`src/rtl/psdiv_pkg.sv`:
```
// Shared constants for the pulse-swallow divider.
// Assumes the prescaler's low modulus is 4 and its high modulus is 5.
package psdiv_pkg;
    localparam int PRE_N = 4;   // low prescaler modulus
    localparam int P_BITS = 7;  // program counter width
    localparam int S_BITS = 2;  // swallow counter width
endpackage

```
`src/rtl/dm_prescaler.sv`:
```
// Dual-modulus prescaler modelled as a phase counter.
// It divides clk by N+1 when div_hi is 1 and by N when div_hi is 0, and
// it raises tick during the last input cycle of each prescaler period.
// Assumes div_hi changes only on the edge that closes a period.
module dm_prescaler #(
    parameter int N = psdiv_pkg::PRE_N
) (
    input  logic clk,
    input  logic rst_n,
    input  logic div_hi,
    output logic tick
);
    localparam int CW = $clog2(N + 1);
    localparam logic [CW-1:0] LAST_HI = CW'(N);
    localparam logic [CW-1:0] LAST_LO = CW'(N - 1);

    logic [CW-1:0] phase;

    // Period end: the phase reaches the last slot of the selected modulus.
    assign tick = (phase == (div_hi ? LAST_HI : LAST_LO));

    // Advance the phase; wrap it at the end of a period.
    always_ff @(posedge clk) begin
        if (!rst_n)    phase <= '0;
        else if (tick) phase <= '0;
        else           phase <= phase + 1'b1;
    end
endmodule

```
`src/rtl/prog_counter.sv`:
```
// Program counter P with early terminal detection.
// It counts down once per prescaler period. The terminal state is P == 1,
// so the reload event coincides with the last prescaler period's tick.
// Assumes the preset is at least 2.
module prog_counter #(
    parameter int W = psdiv_pkg::P_BITS
) (
    input  logic         clk,
    input  logic         rst_n,
    input  logic         tick,
    input  logic [W-1:0] preset,
    output logic         reload_evt
);
    logic [W-1:0] count;
    logic         at_one;

    // Terminal detect: every upper bit clear and the lowest bit set.
    assign at_one     = (count[W-1:1] == '0) && count[0];
    assign reload_evt = tick && at_one;

    // Reload from the preset at terminal, otherwise decrement per period.
    always_ff @(posedge clk) begin
        if (!rst_n)          count <= preset;
        else if (reload_evt) count <= preset;
        else if (tick)       count <= count - 1'b1;
    end
endmodule

```
`src/rtl/swallow_counter.sv`:
```
// Swallow counter S: it counts down once per prescaler period until it
// reaches zero, then holds at zero until the next reload. While it is
// non-zero it asks for the high prescaler modulus.
module swallow_counter #(
    parameter int W = psdiv_pkg::S_BITS
) (
    input  logic         clk,
    input  logic         rst_n,
    input  logic         tick,
    input  logic         load,
    input  logic [W-1:0] preset,
    output logic         active
);
    logic [W-1:0] count;

    assign active = (count != '0);

    // Load at reload; otherwise step down while non-zero.
    always_ff @(posedge clk) begin
        if (!rst_n)              count <= preset;
        else if (load)           count <= preset;
        else if (tick && active) count <= count - 1'b1;
    end
endmodule

```
`src/rtl/pswallow_divider.sv`:
```
// Pulse-swallow programmable divider, ratio 4*P + S.
// Ties the prescaler, program counter and swallow counter together and
// registers the divided output and the reload pulse.
// Assumes legal presets: 2 <= P and S <= P.
module pswallow_divider #(
    parameter int P_W = psdiv_pkg::P_BITS,
    parameter int S_W = psdiv_pkg::S_BITS,
    parameter int N   = psdiv_pkg::PRE_N
) (
    input  logic           clk,
    input  logic           rst_n,
    input  logic [P_W-1:0] p_preset,
    input  logic [S_W-1:0] s_preset,
    output logic           div_out,
    output logic           mode_ctl,
    output logic           reload
);
    logic ps_tick;
    logic reload_evt;
    logic div_q;
    logic reload_q;

    dm_prescaler #(.N(N)) u_pre (
        .clk    (clk),
        .rst_n  (rst_n),
        .div_hi (mode_ctl),
        .tick   (ps_tick)
    );

    prog_counter #(.W(P_W)) u_pcnt (
        .clk        (clk),
        .rst_n      (rst_n),
        .tick       (ps_tick),
        .preset     (p_preset),
        .reload_evt (reload_evt)
    );

    swallow_counter #(.W(S_W)) u_scnt (
        .clk    (clk),
        .rst_n  (rst_n),
        .tick   (ps_tick),
        .load   (reload_evt),
        .preset (s_preset),
        .active (mode_ctl)
    );

    // Divided output: set at reload, cleared at the next prescaler period end.
    always_ff @(posedge clk) begin
        if (!rst_n)          div_q <= 1'b0;
        else if (reload_evt) div_q <= 1'b1;
        else if (ps_tick)    div_q <= 1'b0;
    end

    // Reload marker: a one-cycle registered copy of the reload event.
    always_ff @(posedge clk) begin
        if (!rst_n) reload_q <= 1'b0;
        else        reload_q <= reload_evt;
    end

    assign div_out = div_q;
    assign reload  = reload_q;
endmodule

```
`config.mk`:
```
export PLATFORM = sky130hd
export DESIGN_NAME = pswallow_divider
export DESIGN_NICKNAME = d
export VERILOG_FILES = /design/src/rtl/psdiv_pkg.sv /design/src/rtl/dm_prescaler.sv /design/src/rtl/prog_counter.sv /design/src/rtl/swallow_counter.sv /design/src/rtl/pswallow_divider.sv
export SDC_FILE = /design/constraint.sdc
export NUM_CORES = 1
export LEC_CHECK = 0
export ABC_AREA = 1
export ABC_CLOCK_PERIOD_IN_PS = 4280
export BUFFER_PORTS_ARGS = -buffer_cell sky130_fd_sc_hd__buf_2
export CORE_MARGIN = 2
export CORE_UTILIZATION = 58
export CTS_BUF_LIST = sky130_fd_sc_hd__clkbuf_8
export CTS_CLUSTER_SIZE = 24
export DETAILED_ROUTE_END_ITERATION = 7
export GPL_TIMING_DRIVEN = 0
export PLACE_DENSITY = 0.82
export RECOVER_POWER = 50
export SLEW_MARGIN = 10
export SYNTH_ARGS = -nofsm -noshare
export SYNTH_HDL_FRONTEND = slang
export SYNTH_SLANG_ARGS = --single-unit
```
`constraint.sdc`:
```
create_clock -name clk -period 4.28 [get_ports clk]
set_input_delay 0.642 -clock clk [delete_from_list [all_inputs] [get_ports clk]]
set_output_delay 0.642 -clock clk [all_outputs]
set_load 0.05 [all_outputs]
```
; Word-level counts from Yosys, hierarchy flattened
; Cells that the tools add are included.
[classes]
addsub = 3
eq_ne = 3
muxes = 9
n_bitwise = 1
reduce_logical = 7
[ops]
columns = cell, count
row1 = $mux W7, 3
row2 = $sub A7 B1 Y7 const B, 1
row3 = $logic_not A6 Y1, 1
row4 = $mux W2, 3
row5 = $ne A3 B1 Y1 const B, 2
row6 = $reduce_bool A2 Y1, 2
row7 = $add A3 B1 Y3 const B, 1
row8 = $eq A3 B3 Y1, 1
row9 = $logic_and A1 B1 Y1, 3
row10 = $mux W3, 1
row11 = $mux W1, 2
row12 = $reduce_or A2 Y1, 1
row13 = $sub A2 B1 Y2 const B, 1
row14 = $not A1 Y1, 1
[totals]
regBits = 14
in_bits = 11
out_inout_bits = 3
wordCells = 28

; Longest topological paths before layout
[logic_depth]
ltp_word = 7
mapped_depth = 12
ltp_nobuf = 11

; By module
; Synthesis repeated with hierarchy kept, for this count alone.
[hier_totals]
cells_unflattened = 105
area_unflattened_um2 = 825.8
[by_module_without_submodules]
columns = module, instances, cells_per_inst, area_each_um2, seq_area_each_um2
row1 = prog_counter, 1, 61, 488.0, 210.2
row2 = dm_prescaler, 1, 20, 148.9, 60.1
row3 = swallow_counter, 1, 17, 128.9, 60.1
row4 = pswallow_divider, 1, 7, 60.1, 40.0

; Worst setup path after synthesis
; No wires, ideal clock.
[synth_timing]
path_kind = register -> output
startpoint = register u_scnt.count[0]
endpoint = output port mode_ctl
t_arrival_ps = 907
required_ps = 3638
slack_ps = 2731
stages_incl_launch_ff = 4
path_buffers = 0
cell_sequence = edfxtp_1 -> inv_1 -> ha_1 -> inv_1
[synth_between]
elab_chain_len = 1
[synth_lines]
columns = element, line
row1 = start: declaration, swallow_counter.sv:14  ; logic [W-1:0] count;
row2 = start signal: assignment, swallow_counter.sv:20  ; if (!rst_n) count <= preset;
row3 = start signal: assignment, swallow_counter.sv:21  ; else if (load) count <= preset;
row4 = start signal: assignment, swallow_counter.sv:22  ; else if (tick && active) count <= count - 1'b1;
row5 = $reduce_bool A2 Y1, swallow_counter.sv:16  ; assign active = (count != '0);
row6 = end: declaration, pswallow_divider.sv:15  ; output logic mode_ctl,
; Every way passes these cells.

; Worst setup path in the final report
[layout_timing]
startpoint = register u_scnt.count[0]
endpoint = register u_pcnt.count[4] (data pin)
[layout_between]
elab_chain_len = 6
[layout_lines]
columns = element, line
row1 = $reduce_bool A2 Y1, swallow_counter.sv:16
row2 = $mux W3, dm_prescaler.sv:20  ; assign tick = (phase == (div_hi ? LAST_HI : LAST_LO));
row3 = $eq A3 B3 Y1, dm_prescaler.sv:20
row4 = $logic_and A1 B1 Y1, prog_counter.sv:19  ; assign reload_evt = tick && at_one;
row5 = $mux W7, prog_counter.sv:24  ; else if (reload_evt) count <= preset;
row6 = $mux W7, prog_counter.sv:23  ; if (!rst_n) count <= preset;
row7 = end signal: assignment, prog_counter.sv:23
row8 = end signal: assignment, prog_counter.sv:24
row9 = end signal: assignment, prog_counter.sv:25  ; else if (tick) count <= count - 1'b1;
row10 = end: declaration, prog_counter.sv:14  ; logic [W-1:0] count;
; Every way passes these cells.
; A chain may end at the register's enable or synchronous reset.

==> flow_summary.ini <==
[run_status]
outcome = completed

[floorplan]
die_area_mm2 = 0.00183
die_w_um = 42.7
core_area_mm2 = 0.00135
start_util_pct = 64.4
io_pins = 14
die_height_um = 42.7
rows = 13

[timing]
drv_slew = 0
fin_skew_ns = 0.00191
rsz0062_at_grt = false
setup_viol = 0
setup_tns_ns = 0
fin_crit_sh_pct = 51.1
tightest_slew_ns = 0.608
hold_violations = 0
maxSlewHeadroom_pct = 59.5
period_needed_ns = 2.19
fmax_mhz = 457

[final_layout]
multiInputGateArea_um2 = 370
seq_area_um2 = 370
drive_gt1_share_pct = 22.1
num-fill-cells = 109
layout_common_cells = nand2_1, inv_1, nor2_1, nand3_1, buf_2
fin_cells = 137
layout.nets = 137
diodes = 0
mostFrequentLayoutCell = nand2_1
areaGrowthSynthToFinish_pct = 11.5

[synthesis]
synth_xor_area_share_pct = 2.01
synth.distinct_cells = 16
syn_inst = 106
yosys.area_share.adder_pct = 4.32
synth-simple-area-share_pct = 32.2
synth_compound_area_share_pct = 5.76
yosysSeqAreaShare_pct = 42.6
ys_warn_count = 0
muxShareOfSynthArea_pct = 0
ys_seq_elements = 14
syn_nets = 120
synth_top_family_by_area = simple AND/OR/NAND/NOR gates
synthesis.area_um2 = 870
syn_avg_cell_area_um2 = 8.20

[cts]
tritoncts = yes
insertion_delay_ns = 0.25
cts_buffers = 3
clk_pin_slew_ns = 0.06
post_cts_resized = 0
postCtsHoldBufs = 0
cts_setup_buffers = 0
cts_root_buf = clkbuf_8
htree_levels = 1
clock-sinks = 14
cts_max_path_buffers = 2

[critical_path]
startpoint_type = flip-flop
endpoint_kind = flip-flop
critPathRequiredTime_ns = 4.29
r2r_setup_slack_ns = 2.09
arrival_ns = 2.20
crit_type = flip-flop to flip-flop
cp_max_fo = 10
r2r_cells = 11

[global_routing]
grt_max_degree = 12
grt_pass1_wl_mm = 2.52
antenna_found_initial = 0
grt-ovfl-total = 0
grt_pass1_vias = 612
track_usage_pct = 18.6

[place]
dpl.cell_count = 133
gp_congestion = 0.768
io_buffer_count = 12
hpwl_mm = 1.15

[run]
drv_cap = 0

[min_path]
hold_class = flip-flop to flip-flop
whs_path_depth = 1

[pwr]
combinationalPowerShare_pct = 17.4
seq_power_share_pct = 47.1
power_switching_mw = 0.0966
power.share.switching_pct = 26.7
ir_drop_v = 0.000297
p_leak_nw = 0.492
power_density_mw_per_mm2 = 374
p_int_mw = 0.266
pwr-share-clk_pct = 35.5

[drt]
wire_per_inst_um = 10.6
drtIter0Drc = 13
wl_mm = 1.45
num_vias = 675
vias_per_cell = 4.93
ant_nets = 0
drtPass1Iterations = 4
drcViolationCount = 0
## power by group through the flow
stage	Clock (mW)	Sequential, mW	Combinational (mW)
floorplan	0	0.171	0.0529
global placement	0	0.173	0.0637
detailed placement	0	0.174	0.0662
CTS	0.129	0.171	0.0667
global route	0.136	0.172	0.0724
finish	0.129	0.171	0.0629
## cells by family (layout without fill, tap and decap cells)
| logic type | count (synthesis) | count (layout) |
|---|---|---|
| AOI/OAI and AO/OA | 6 | 6 |
| adders and majority gates | 3 | 3 |
| buffers and inverters | 25 | 41 |
| DFF | 14 | 14 |
| xor gates and xnor gates | 2 | 2 |
| and+or+nand+nor | 56 | 56 |
## registers in the layout, summed over array words and instances (netlist names)
| register | count |
|---|---|
| u_scnt.count | 2 |
| reload | 1 |
| div_out | 1 |
| u_pre.phase | 3 |
| u_pcnt.count | 7 |
## final timing paths
path / end / from
setup / recovery: u_pcnt.count[4]$_DFFE_PP_ / u_scnt.count[0]$_DFFE_PP_
hold / removal: u_pre.phase[0]$_SDFF_PP0_ / u_pre.phase[0]$_SDFF_PP0_
setup reg to reg: u_pcnt.count[4]$_DFFE_PP_ / u_scnt.count[0]$_DFFE_PP_
hold reg to reg: u_pre.phase[0]$_SDFF_PP0_ / u_pre.phase[0]$_SDFF_PP0_
## Yosys cell counts (all sizes together)
cell type   n  share of area (%)
buf         2                3.2
nor2       13                8.2
xnor2       2                2.0
ha          3                4.3
nand2      31                 17
nand4       2                1.4
dfxtp       5                 12
o21ai       5                5.0
inv        23                9.9
nand3      10                5.8
edfxtp      9                 31
o22ai       1               0.72
## metrics by stage
step | power [mW] | cell area (µm²) | setup WS, ns | utilization, % | hold slack [ns]
after floorplan | 0.224 | 870 | 2.73 | - | 0.430
after global placement | 0.236 | 948 | 2.71 | 70.3 | 0.447
after detailed placement | 0.240 | 948 | 2.64 | 70.3 | 0.456
after CTS | 0.367 | 1000 | 2.43 | 74.3 | 0.470
after global routing | 0.381 | 970 | 1.92 | 71.8 | 0.477
final | 0.362 | 970 | 2.09 | 71.8 | 0.468
## area by class of cell
type,instances,area share [%]
Sequential cell,14,38.2
Multi-Input combinational cell,67,38.2
Inverter,23,8.90
Timing Repair Buffer,12,5.94
Clock buffer,4,5.68
Tap cell,15,1.94
Buffer,2,1.16
## critical path, stage by stage (launching register included)
cell	delay, ns
edfxtp_1	0.38
inv_1	0.06
ha_1	0.22
nor2_1	0.12
nand2_1	0.10
nand2_2	0.06
nand2_1	0.15
nand2_1	0.18
clkbuf_1	0.50
nand2_4	0.06
nand2_1	0.08
inv_1	0.04
## routing by layer
metal  part of all wire [%]  global-route usage, %  vias to the layer above
met4                   0.83                   3.75                        0
met1                     43                   22.1                      299
li1                       -                      -                      360
met5                      0                      0                        -
met2                     52                   32.4                       14
met3                    4.1                   6.38                        2
Note: power is estimated with default switching activity, not from simulation.
